File: src/rtl/fault_recorder_pkg.sv
package fault_recorder_pkg;
  localparam int STAT_W = 32;

  localparam logic [2:0] RC_NOMATCH = 3'd1;
  localparam logic [2:0] RC_PROT    = 3'd2;
  localparam logic [2:0] RC_NOEXEC  = 3'd3;
  localparam logic [2:0] RC_DIRECT  = 3'd4;

  localparam logic [2:0] AK_FETCH   = 3'd0;
  localparam logic [2:0] AK_INT     = 3'd1;
  localparam logic [2:0] AK_FP      = 3'd2;
  localparam logic [2:0] AK_RESV    = 3'd3;
  localparam logic [2:0] AK_EXTCTL  = 3'd4;

  typedef enum logic [1:0] {
    EXC_ISTORAGE = 2'd0,
    EXC_DSTORAGE = 2'd1,
    EXC_ALIGN    = 2'd2,
    EXC_PROGRAM  = 2'd3
  } exc_kind_e;

  localparam logic [STAT_W-1:0] ISI_NOMATCH  = 32'h4000_0000;
  localparam logic [STAT_W-1:0] ISI_PROT     = 32'h0800_0000;
  localparam logic [STAT_W-1:0] ISI_NOEXEC   = 32'h1000_0000;
  localparam logic [STAT_W-1:0] DST_NOMATCH  = 32'h4000_0000;
  localparam logic [STAT_W-1:0] DST_PROT     = 32'h0800_0000;
  localparam logic [STAT_W-1:0] DST_RESV     = 32'h0400_0000;
  localparam logic [STAT_W-1:0] DST_EXTCTL   = 32'h0410_0000;
  localparam int                STORE_BIT    = 25;
  localparam logic [STAT_W-1:0] ALIGN_FP_SUB = 32'h0000_0010;
  localparam logic [STAT_W-1:0] PROG_INVALID = 32'h0000_0020;

  typedef struct packed {
    exc_kind_e         kind;
    logic [STAT_W-1:0] code;
    logic [STAT_W-1:0] status;
    logic              upd_status;
    logic              upd_addr;
  } fault_decision_t;
endpackage

File: src/rtl/fault_classify.sv
module fault_classify
  import fault_recorder_pkg::*;
(
  input  logic [2:0]      result_code,
  input  logic [2:0]      access_kind,
  input  logic            is_store,
  output fault_decision_t decision
);
  logic [STAT_W-1:0] store_mask;

  always_comb begin
    store_mask = '0;
    store_mask[STORE_BIT] = is_store;
  end

  always_comb begin
    decision.kind       = EXC_PROGRAM;
    decision.code       = PROG_INVALID;
    decision.status     = '0;
    decision.upd_status = 1'b0;
    decision.upd_addr   = 1'b1;
    if (access_kind == AK_FETCH) begin
      if (result_code >= RC_NOMATCH && result_code <= RC_DIRECT) begin
        decision.kind     = EXC_ISTORAGE;
        decision.upd_addr = 1'b0;
        case (result_code)
          RC_NOMATCH: decision.code = ISI_NOMATCH;
          RC_PROT:    decision.code = ISI_PROT;
          default:    decision.code = ISI_NOEXEC;
        endcase
      end
    end else if (access_kind <= AK_EXTCTL) begin
      case (result_code)
        RC_NOMATCH: begin
          decision.kind       = EXC_DSTORAGE;
          decision.code       = '0;
          decision.status     = DST_NOMATCH | store_mask;
          decision.upd_status = 1'b1;
        end
        RC_PROT: begin
          decision.kind       = EXC_DSTORAGE;
          decision.code       = '0;
          decision.status     = DST_PROT | store_mask;
          decision.upd_status = 1'b1;
        end
        RC_DIRECT: begin
          case (access_kind)
            AK_FP: begin
              decision.kind = EXC_ALIGN;
              decision.code = ALIGN_FP_SUB;
            end
            AK_RESV: begin
              decision.kind       = EXC_DSTORAGE;
              decision.code       = '0;
              decision.status     = DST_RESV | store_mask;
              decision.upd_status = 1'b1;
            end
            AK_EXTCTL: begin
              decision.kind       = EXC_DSTORAGE;
              decision.code       = '0;
              decision.status     = DST_EXTCTL | store_mask;
              decision.upd_status = 1'b1;
            end
            default: ;
          endcase
        end
        default: ;
      endcase
    end
  end
endmodule

File: src/rtl/fault_regs.sv
module fault_regs
  import fault_recorder_pkg::*;
#(
  parameter int ADDR_W = 32
) (
  input  logic              clk,
  input  logic              rst_n,
  input  logic              fault_valid,
  input  fault_decision_t   decision,
  input  logic [ADDR_W-1:0] fault_addr,
  input  logic              sw_we,
  input  logic              sw_sel,
  input  logic [STAT_W-1:0] sw_wdata,
  output logic [STAT_W-1:0] status_q,
  output logic [ADDR_W-1:0] addr_q
);
  logic [STAT_W-1:0] status_d;
  logic [ADDR_W-1:0] addr_d;
  logic              status_en;
  logic              addr_en;

  always_comb begin
    status_en = 1'b0;
    addr_en   = 1'b0;
    status_d  = status_q;
    addr_d    = addr_q;
    if (fault_valid) begin
      status_en = decision.upd_status;
      addr_en   = decision.upd_addr;
      status_d  = decision.status;
      addr_d    = fault_addr;
    end else if (sw_we) begin
      status_en = !sw_sel;
      addr_en   = sw_sel;
      status_d  = sw_wdata;
      addr_d    = sw_wdata[ADDR_W-1:0];
    end
  end

  always_ff @(posedge clk or negedge rst_n) begin
    if (!rst_n) begin
      status_q <= '0;
    end else if (status_en) begin
      status_q <= status_d;
    end
  end

  always_ff @(posedge clk or negedge rst_n) begin
    if (!rst_n) begin
      addr_q <= '0;
    end else if (addr_en) begin
      addr_q <= addr_d;
    end
  end
endmodule

File: src/rtl/fault_recorder.sv
module fault_recorder
  import fault_recorder_pkg::*;
#(
  parameter int ADDR_W = 32
) (
  input  logic              clk,
  input  logic              rst_n,
  input  logic              fault_valid,
  input  logic [2:0]        result_code,
  input  logic [2:0]        access_kind,
  input  logic              is_store,
  input  logic [ADDR_W-1:0] fault_addr,
  input  logic              sw_we,
  input  logic              sw_sel,
  input  logic [31:0]       sw_wdata,
  output logic              exc_req,
  output logic [1:0]        exc_type,
  output logic [31:0]       err_code,
  output logic [31:0]       fault_status,
  output logic [ADDR_W-1:0] fault_addr_q
);
  fault_decision_t   decision;
  logic              req_d;
  logic [1:0]        type_d;
  logic [STAT_W-1:0] code_d;

  fault_classify u_classify (
    .result_code (result_code),
    .access_kind (access_kind),
    .is_store    (is_store),
    .decision    (decision)
  );

  fault_regs #(.ADDR_W(ADDR_W)) u_regs (
    .clk         (clk),
    .rst_n       (rst_n),
    .fault_valid (fault_valid),
    .decision    (decision),
    .fault_addr  (fault_addr),
    .sw_we       (sw_we),
    .sw_sel      (sw_sel),
    .sw_wdata    (sw_wdata),
    .status_q    (fault_status),
    .addr_q      (fault_addr_q)
  );

  always_comb begin
    req_d  = fault_valid;
    type_d = exc_type;
    code_d = err_code;
    if (fault_valid) begin
      type_d = decision.kind;
      code_d = decision.code;
    end
  end

  always_ff @(posedge clk or negedge rst_n) begin
    if (!rst_n) begin
      exc_req <= 1'b0;
    end else begin
      exc_req <= req_d;
    end
  end

  always_ff @(posedge clk or negedge rst_n) begin
    if (!rst_n) begin
      exc_type <= '0;
      err_code <= '0;
    end else if (fault_valid) begin
      exc_type <= type_d;
      err_code <= code_d;
    end
  end
endmodule

File: config.mk
export PLATFORM = sky130hd
export DESIGN_NAME = fault_recorder
export DESIGN_NICKNAME = d
export VERILOG_FILES = /design/src/rtl/fault_recorder_pkg.sv /design/src/rtl/fault_classify.sv /design/src/rtl/fault_regs.sv /design/src/rtl/fault_recorder.sv
export SDC_FILE = /design/constraint.sdc
export NUM_CORES = 1
export LEC_CHECK = 0
export CORE_AREA = 4 4 148 107
export CTS_CLUSTER_DIAMETER = 150
export DETAILED_ROUTE_END_ITERATION = 16
export DIE_AREA = 0 0 152 111
export GPL_TIMING_DRIVEN = 0
export HOLD_SLACK_MARGIN = 0.02
export PLACE_DENSITY_LB_ADDON = 0.3
export REMOVE_ABC_BUFFERS = 1
export SLEW_MARGIN = 20
export SYNTH_ARGS = -nofsm -noshare
export SYNTH_HDL_FRONTEND = slang
export SYNTH_HIERARCHICAL = 1
export SYNTH_SLANG_ARGS = --single-unit
export TNS_END_PERCENT = 100
File: constraint.sdc
create_clock -name clk -period 1.5 [get_ports clk]
set_input_delay 0.3 -clock clk [delete_from_list [all_inputs] [get_ports clk]]
set_output_delay 0.3 -clock clk [all_outputs]
set_load 0.1 [all_outputs]
Yosys cells after proc, flatten, opt, wreduce, memory -nomap -nowiden
Index checks and enable logic that the tools add are counted.

Register bits after elaboration: 99. Latch bits: 0. Bits in writable memories: 0. Bits in read-only memories: 0. Input bits: 76. Output and inout port bits: 99. Word-level logic and storage cells: 38. Memories: 0.

Add/subtract/negate cells: 0. Multiply operators: 0. Divide/modulo/power cells: 0. Order comparisons: 3. Eq/ne operators: 6. Shift operators: 0. Multiplexer cells: 17. Bitwise gates (word level): 0. Reductions and logical operators: 7.

Operator list (count): $pmux 67 s3 (1); $mux 32 (3); $mux 34 (2); $pmux 34 s2 (1); $mux 67 (1); $pmux 31 s2 (1); $pmux 28 s2 (1); $mux 33 (1); $eq 3x2->1 const B (3); $eq 3x3->1 const B (2); $le 3x3->1 const B (2); $mux 1 (6); $reduce_and 2->1 (2); $eq 3x1->1 const B (1); $ge 3x1->1 const B (1); $logic_not 3->1 (1); $reduce_bool 2->1 (1); $reduce_or 2->1 (1); $logic_and 1x1->1 (1); $logic_not 1->1 (1).

Logic depth before layout (Yosys ltp)
Gate-level depths: netlist (run 1).

Depth after elaboration: 8. Depth in mapped cells: 9. Gate-level depth less buffers: 6.

Cells and area by module
Netlist (run 1), hierarchy kept.

By module, submodules not included: fault_regs (instances 1, cells each 322, area an instance 3694.8 um2); fault_recorder (instances 1, cells each 73, area an instance 1442.6 um2); fault_classify (instances 1, cells each 98, area an instance 711.9 um2).

Least setup slack after synthesis (run 1)
OpenSTA, ideal clock, no wires.

Path type: input-to-reg. Start point: in access_kind[0]. End point: reg u_regs.status_q[23]. Setup time: 0.139 ns. Arrival: 1.730 ns. Required time: 1.361 ns. Slack: -0.369 ns. Stages on the path: 9. Buffers on the path: 3. Path through: buf_6 o21ai_1 nand2_2 or3_4 nand2_1 buf_2 buf_2 mux2i_1 mux2i_1.

RTL lines: start, declared (RTL line fault_recorder.sv:10) `input logic [2:0] access_kind,`; end signal, assigned (RTL line fault_regs.sv:44) `status_q <= status_d;`; end, declared (RTL line fault_regs.sv:14) `output logic [STAT_W-1:0] status_q,`.

==> results.toml, run 1 <==
[synth]
async_flop_share = 1.00
synth_edf_count = 0
synth_seq_cells = 99
yosys_warnings = 6
syn_area_mm2 = 0.00585
syn_inst = 493
synthFlopType = "dfrtp_1"
syn_area_per_cell_um2 = 11.9
synth-seq-area-share = 0.424
yosysUniqueCellTypes = 33

[sta]
fmax_mhz = 658
fin_crit_ps = 1520
max-slew-margin-rel = 0.630
hold_slack_ps = 321
worst_slack_ps = -20.3
fin_crit_sh = 1.01
finClkSkew_ps = 0
slew_violations = 0
setup_tns_ps = -20.3
setup_viol = 1
hold_viol_final = 0
rsz0062_at_grt = "true"
worstMarginPinSlew_ps = 555

[global_route]
grt_max_degree = 70
grt_usage = 0.179
grt_pass1_vias = 4411
overflow = 0
grt_pass1_wl_mm = 24.6
antenna_found_initial = 0

[route]
wire_per_inst_um = 18.1
vias = 4278
drcViolationCount = 0
drt-total-wl_mm = 15.5
post_drt_via_cell_ratio = 4.99
drt_iter0_drc = 160
drt_pass1_iterations = 4
ant_nets = 0

[cts]
cts_tree = "built"
cts-root-buf = "clkbuf_16"
cts_htree_levels = 3
numCtsBuffers = 9
clock_latency_ps = 340
cts_sinks = 99
clk_path_buf_depth = 2
clk_pin_slew_ps = 70

[critical_path]
crit_arrival_ps = 1730
worstPathRequired_ps = 1710
endpoint_kind = "register"
start_kind = "input port"
critPathKind = "in -> reg"
crit_fanout = 8

[die]
rows = 37
die_h_um = 111
initial_core_util = 0.405
die_area_mm2 = 0.0169
die_w_um = 152
io_pins = 175
core_mm2 = 0.0144

[outcome]
status = "finished, violations left"
violations = "negative setup slack"

[cells_and_area]
nNetsFinal = 733
multi_input_area_mm2 = 0.00298
drive_gt1_frac = 0.299
mostFrequentLayoutCell = "mux2i_1"
num_antenna_cells = 0
regArea_mm2 = 0.00248
final_cell_mix = "mux2i_1 (127), dfrtp_1 (99), clkdlybuf4s50_1 (65)"
area_growth_pct = 31.9
fill_cells = 1301

[pwr]
p_sw_frac = 0.493
ir_drop_mv = 0.682
p_int_mw = 5.80
power_frac_seq = 0.302
p_total_mw = 11.4
p_switching_mw = 5.63
p_leak_nw = 3.90
power_frac_comb = 0.486
power_frac_clock = 0.211
powerDensity_mw_per_mm2 = 1480

[place]
dp_hpwl_mm = 9.92
gp_congestion = 0.712
dp_slack_ps = -1490
portBuffers = 174

[job]
cap_violations = 0

[hold_path]
hp-class = "in -> reg"
==> registers in the layout (all words and copies together) (netlist names) <==
name / flops
err_code: 32
u_regs/status_q: 32
exc_req: 1
exc_type: 2
u_regs/addr_q: 32
==> repair_timing <==
action	CTS	global route
pin swaps	5	5
endpoints found under the setup margin	166	99
buffers inserted	12	1
hold endpoints to repair	37	0
gates resized for setup	552	58
hold buffers	1	0
cloned	3	1
==> layer usage <==
metal | global-route usage | vias to the layer above | wire length [um]
met4 | 0.0545 | 0 | 244
met1 | 0.239 | 2105 | 7310
met3 | 0.0562 | 22 | 903
met5 | 0 | - | 0
li1 | - | 2008 | -
met2 | 0.281 | 143 | 7020
==> stage by stage <==
| step | util | area, um^2 | std cells |
|---|---|---|---|
| floorplan | - | 5340 | 452 |
| global placement | 0.507 | 7330 | 821 |
| detailed placement | 0.515 | 7440 | 825 |
| CTS | 0.524 | 7560 | 857 |
| global route | 0.534 | 7710 | 857 |
| finish | 0.534 | 7710 | 857 |
==> cells in the mapped netlist, types with 2 or more instances <==
library cell,count,share of area
a211oi_1,33,0.042
nor3_1,3,0.0026
and3_2,2,0.0026
mux2i_1,128,0.22
or3_4,2,0.0038
buf_2,17,0.015
mux2_2,4,0.0077
and3_1,31,0.033
dfrtp_1,99,0.42
mux2_4,30,0.077
nor2_1,4,0.0026
xnor2_1,2,0.0030
clkbuf_1,12,0.0077
inv_1,2,0.0013
nand2b_1,4,0.0043
buf_12,6,0.021
buf_6,4,0.0077
a21oi_1,35,0.030
nand3b_1,5,0.0064
nand2_1,3,0.0019
buf_4,55,0.071
==> cells by family (layout without fill, tap and decap cells) <==
family | Yosys count | after routing | share of synthesized area
multiplexers | 162 | 162 | 0.304
XOR/XNOR | 2 | 2 | 0.00300
other | 1 | 54 | 0.000641
flip-flops | 99 | 99 | 0.424
AND/OR/NAND/NOR | 59 | 60 | 0.0652
AO/OA/AOI/OAI | 74 | 74 | 0.0815
buffers and inverters | 96 | 211 | 0.122
==> worst max-delay path, stage by stage <==
cell and delay, ps:
buf_12 110, o21ai_2 190, nand2_2 80, or3_4 410
nand2_8 130, buf_16 150, mux2i_2 230, mux2i_1 120
==> power groups by stage <==
stage | clock network [mW] | logic (mW) | registers [mW]
final | 2.42 | 5.56 | 3.45
after global routing | 2.61 | 5.75 | 3.52
after CTS | 2.51 | 5.45 | 3.45
after detailed placement | 0 | 5.74 | 3.50
after global placement | 0 | 5.73 | 3.47
after floorplan | 0 | 0.880 | 6.72
==> path summary, 6_finish.rpt <==
check	startpoint	end	slack [ps]	depth (start not counted)
min in group asynchronous	rst_n	u_regs/addr_q[13]	410	2
max in group asynchronous	rst_n	err_code[26]	450	3
min reg2reg	err_code[29]	err_code[29]	510	1
max reg2reg	u_regs/addr_q[22]	u_regs/addr_q[22]	610	2
min	access_kind[2]	exc_type[0]	320	3
max	access_kind[1]	u_regs/status_q[3]	-20	8
==> area by class of cell <==
class                           count  share of cell area
Inverter                            2            0.000973
Multi-Input combinational cell    352               0.387
Timing Repair Buffer              193               0.219
Sequential cell                    99               0.321
Tap cell                          195              0.0316
Clock buffer                       11              0.0328
Clock inverter                      5             0.00778
(Power assumes the default switching activity.)
==> run 2: changes to the inputs <==
==> constraint.sdc (replaced) <==
create_clock -name clk -period 1.3 [get_ports clk]
set_input_delay 0.26 -clock clk [delete_from_list [all_inputs] [get_ports clk]]
set_output_delay 0.26 -clock clk [all_outputs]
set_load 0.05 [all_outputs]
==> run 2 against run 1 <==
Effect of this change:
- the run still ends with negative setup slack left
- first-iteration DRC count rose by 8.8%
- setup slack worse by 180 ps
- sequential share of layout area shrank 0.052 points
- utilization rose by 0.087 points
- critical path type unchanged
- highest routed layer unchanged
==> results.toml, run 2 (synthesis results as in run 1) <==
[sta]
hold_viol_final = 0
finClkSkew_ps = 0
rsz0062_at_grt = "true"
fin_crit_sh = 1.15
setup_tns_ps = -3360
worst_slack_ps = -197
setup_viol = 33
max-slew-margin-rel = 0.635
worstMarginPinSlew_ps = 547
fmax_mhz = 668
fin_crit_ps = 1500
hold_slack_ps = 278
slew_violations = 0

[die]
die_w_um = 152
core_mm2 = 0.0144
io_pins = 175
rows = 37
initial_core_util = 0.405
die_area_mm2 = 0.0169
die_h_um = 111

[cells_and_area]
final_cell_area_mm2 = 0.00773
fill_cells = 1298
mostFrequentLayoutCell = "mux2i_1"
final_util = 0.535
multi_input_area_mm2 = 0.00301
final_cells = 857
drive_gt1_frac = 0.304
final_cell_mix = "mux2i_1 (125), dfrtp_1 (99), clkdlybuf4s50_1 (65)"
area_growth_pct = 32.1
nNetsFinal = 733
num_antenna_cells = 0
largestRegisters = "err_code: 32 flops, u_regs/addr_q: 32 flops, u_regs/status_q: 32 flops"
regArea_mm2 = 0.00248

[cts]
clk_pin_slew_ps = 70
cts-root-buf = "clkbuf_16"
cts_sinks = 99
cts_tree = "built"
clk_path_buf_depth = 2
clock_latency_ps = 340
numCtsBuffers = 9
cts_htree_levels = 3

[global_route]
grt_pass1_wl_mm = 24.6
grt_pass1_vias = 4411
antenna_found_initial = 0
overflow = 0
grt_usage = 0.180
grt_max_degree = 70

[critical_path]
critPathKind = "in -> reg"
endpoint_kind = "register"
crit_family = "simple AND/OR/NAND/NOR gates"
crit_chain = "buf_12 > o21ai_2 > nand2_2 > or3_4 > nand2_8 > buf_16 > mux2i_2 > mux2i_1"
crit_buf_inv = 2
critPathMaxStageDelay_ps = 410
crit_slowest_cell = "or3_4"
start_kind = "input port"
crit_arrival_ps = 1700
worstPathRequired_ps = 1500
crit_fanout = 8

[pwr]
powerDensity_mw_per_mm2 = 1450
ir_drop_mv = 0.666
p_leak_nw = 3.90

[route]
drcViolationCount = 0
drt-total-wl_mm = 15.5
drt_iter0_drc = 174
ant_nets = 0
drt_pass1_iterations = 4
vias = 4251
post_drt_via_cell_ratio = 4.96
wire_per_inst_um = 18.1

[outcome]
status = "finished, violations left"
violations = "negative setup slack"

[place]
dp_cells = 825
gp_congestion = 0.712
placed_cell_area_mm2 = 0.00744
dp_hpwl_mm = 9.92
portBuffers = 174

[hold_path]
hp-class = "in -> reg"

[job]
cap_violations = 0
-- run 2: changes by cell type in the layout (fill, tap and decap cells not counted), sizes merged --
cell,before,now
buf,78,84
clkbuf,60,54
-- run 2: what timing repair did --
action | CTS | global route
pin swaps | 5 | 5
cloned | 3 | 1
hold buffers | 1 | 0
endpoints found under the setup margin | 170 | 83
buffers inserted | 12 | 1
endpoints found under the hold margin | 37 | 0
gates resized for setup | 551 | 64
-- run 2: area by class of cell --
type | count | share of cell area
multi-input combinational | 352 | 0.389
sequential | 99 | 0.321
timing repair buffer | 193 | 0.217
clock buffer | 11 | 0.0327
tap | 195 | 0.0316
clock inverter | 5 | 0.00777
inverter | 2 | 0.000972
-- run 2: per-stage QoR --
step	setup slack (ps)	total power, mW
2_1_floorplan	-1130	6.81
3_3_place_gp	-4500	8.61
3_5_place_dp	-1650	8.65
4_1_cts	-220	11.1
5_1_grt	-172	11.7
6_report	-197	11.2
-- run 2: where the power goes --
group	internal, mW	leakage [nW]	switching (mW)
combinational	1.50	2.59	2.92
sequential	3.59	1.16	0.396
clock	1.60	0.152	1.18
-- run 2: worst min-delay path, delay by kind of cell --
kind | cells | cell delay (ps)
AOI/OAI and AO/OA | 1 | 90
buffers and inverters | 1 | 100
muxes | 1 | 130
-- run 2: worst paths after layout --
path | endpoint | startpoint | depth (start not counted) | slack (ps)
worst max-delay path | u_regs/status_q[3] | access_kind[1] | 8 | -200
worst min-delay path | exc_type[0] | access_kind[2] | 3 | 280
worst max register to register | u_regs/addr_q[31] | u_regs/addr_q[31] | 2 | 410
worst min register to register | err_code[29] | err_code[29] | 1 | 510
max in group asynchronous | err_code[26] | rst_n | 3 | 290
min in group asynchronous | u_regs/addr_q[13] | rst_n | 2 | 370
-- run 2: per-layer routing --
layer  part of all wire  wire length [um]  vias to the layer above  GRT usage
met3              0.059               921                       14     0.0562
met1               0.47              7270                     2101      0.239
li1                   -                 -                     2012          -
met4              0.012               183                        0     0.0545
met2               0.46              7140                      124      0.281
met5                  0                 0                        -          0
==> run 3: changes to the inputs <==
Clock period 1.3 ns to 1.8 ns, I/O delays scaled along.
==> run 3 against run 2 <==
Effect of this change:
- the run now ends clean
- sequential power shrank 28%
- setup slack better by 270 ps
- register-to-register slack improved by 490 ps
- flip-flop and latch count unchanged
- clock power down 28%
- clock skew unchanged
- sequential share of layout area shrank 0.28 points
- hold slack better by 170 ps
- critical path depth fell by 3
- first-iteration DRC count grew 17%
- clock-buffer cell count unchanged
- largest cell class unchanged
- largest power group unchanged
==> results.toml, run 3 (synthesis results as in run 1) <==
[outcome]
status = "finished clean"

[hold_path]
hold-path-cell-count = 2
hp-class = "in -> reg"

[place]
dp_hpwl_mm = 9.92
portBuffers = 174
gp_congestion = 0.712

[global_route]
grt_pass1_wl_mm = 23.9
antenna_found_initial = 0
grt_usage = 0.174
grt_pass1_vias = 4362
grt_max_degree = 70
overflow = 0

[cts]
cts_tree = "built"
clk_path_buf_depth = 2
cts_htree_levels = 3
cts_sinks = 99
clk_pin_slew_ps = 70
cts-root-buf = "clkbuf_16"
numCtsBuffers = 9
clock_latency_ps = 340

[sta]
hold_slack_ps = 447
fmax_mhz = 579
worstMarginPinSlew_ps = 696
fin_crit_sh = 0.960
setup_viol = 0
hold_viol_final = 0
max-slew-margin-rel = 0.536
rsz0062_at_grt = "false"
slew_violations = 0
setup_tns_ps = 0
fin_crit_ps = 1730
finClkSkew_ps = 0

[critical_path]
reg2reg_slack_ps = 900
endpoint_kind = "register"
worstPathRequired_ps = 2010
rr_worst_depth = 2
crit-reg2reg-launch = "u_regs/addr_q[24]"
start_kind = "input port"
crit_arrival_ps = 1930
critPathLaunch = "sw_sel"
critPathKind = "in -> reg"
r2r-end = "u_regs/addr_q[24]"
crit_fanout = 34
crit_path_end = "u_regs/status_q[3]"

[route]
drcViolationCount = 0
drt_iter0_drc = 204
wire_per_inst_um = 18.0
vias = 4233
drt_pass1_iterations = 4
drt-total-wl_mm = 15.3
ant_nets = 0
post_drt_via_cell_ratio = 4.98

[cells_and_area]
drive_gt1_frac = 0.136
final_cell_mix = "mux2i_1 (126), dlygate4sd2_1 (100), dfrtp_1 (99)"
final_util = 0.540
largestRegisters = "err_code: 32 flops, u_regs/addr_q: 32 flops, u_regs/status_q: 32 flops"
area_growth_pct = 33.3
mostFrequentLayoutCell = "mux2i_1"
num_antenna_cells = 0
nNetsFinal = 726

[pwr]
powerDensity_mw_per_mm2 = 1030
p_leak_nw = 3.93
ir_drop_mv = 0.480

[die]
core_mm2 = 0.0144
die_area_mm2 = 0.0169
initial_core_util = 0.405
die_h_um = 111
rows = 37
die_w_um = 152
io_pins = 175

[job]
cap_violations = 0
[run 3: cell types whose count changed in the layout (fill, tap and decap cells not counted), moves of 3 or more]
| cell | change |
|---|---|
| dlygate4sd2_1 | +100 |
| buf_2 | -52 |
| clkbuf_4 | -42 |
| buf_4 | -10 |
| buf_12 | -6 |
| clkbuf_2 | +3 |
[run 3: final cells by class]
cell class | instances | area (um^2)
multi-input combinational | 352 | 2940
clock inverter | 5 | 60.1
sequential | 99 | 2480
inverter | 2 | 7.51
fill | 1305 | 6650
tap | 195 | 244
clock buffer | 11 | 253
timing repair buffer | 186 | 1810
[run 3: worst min path at each step]
stage	slack, ps	to	from
2_1_floorplan	60	err_code[0]	rst_n
3_3_place_gp	490	err_code[0]	err_code[0]
3_5_place_dp	280	u_regs/addr_q[13]	rst_n
4_1_cts	460	u_regs/status_q[19]	fault_valid
5_1_grt	480	u_regs/status_q[2]	fault_valid
6_report	450	u_regs/addr_q[28]	fault_valid
[run 3: stage by stage]
stage / setup WS, ps / power [mW] / instances / cell area, um^2
after floorplan: -735 / 4.92 / 452 / 5340
after global placement: -4100 / 6.22 / 821 / 7330
after detailed placement: -1250 / 6.25 / 825 / 7440
after CTS: -33.3 / 8.06 / 847 / 7730
after global routing: 14.1 / 8.38 / 850 / 7800
final: 72.8 / 8.00 / 850 / 7800
[run 3: timing repair]
item                                   in CTS  in global routing
pin swaps                                   1                  2
hold buffers                                1                  0
setup endpoints to repair                 164                 32
cloned                                      1                  2
endpoints found under the hold margin      37                  0
gates resized for setup                   116                 15
setup buffers                               4                  1
[run 3: worst max-delay path, stage by stage]
cell and delay (ps):
buf_2 520, nand2b_4 440, buf_12 250, mux2i_1 230, mux2i_1 110
[run 3: routing by layer]
layer | wire length (um) | vias to the layer above | GRT usage | part of all wire
li1 | - | 2001 | - | -
met4 | 153 | 0 | 0.0521 | 0.010
met1 | 7260 | 2080 | 0.232 | 0.48
met5 | 0 | - | 0 | 0
met3 | 856 | 12 | 0.0538 | 0.056
met2 | 7000 | 140 | 0.272 | 0.46
[run 3: power by group]
part | internal (mW) | switching (mW) | total (mW)
logic | 1.02 | 2.10 | 3.12
clock network | 1.16 | 0.857 | 2.02
registers | 2.60 | 0.271 | 2.87
total | 4.78 | 3.22 | 8.00
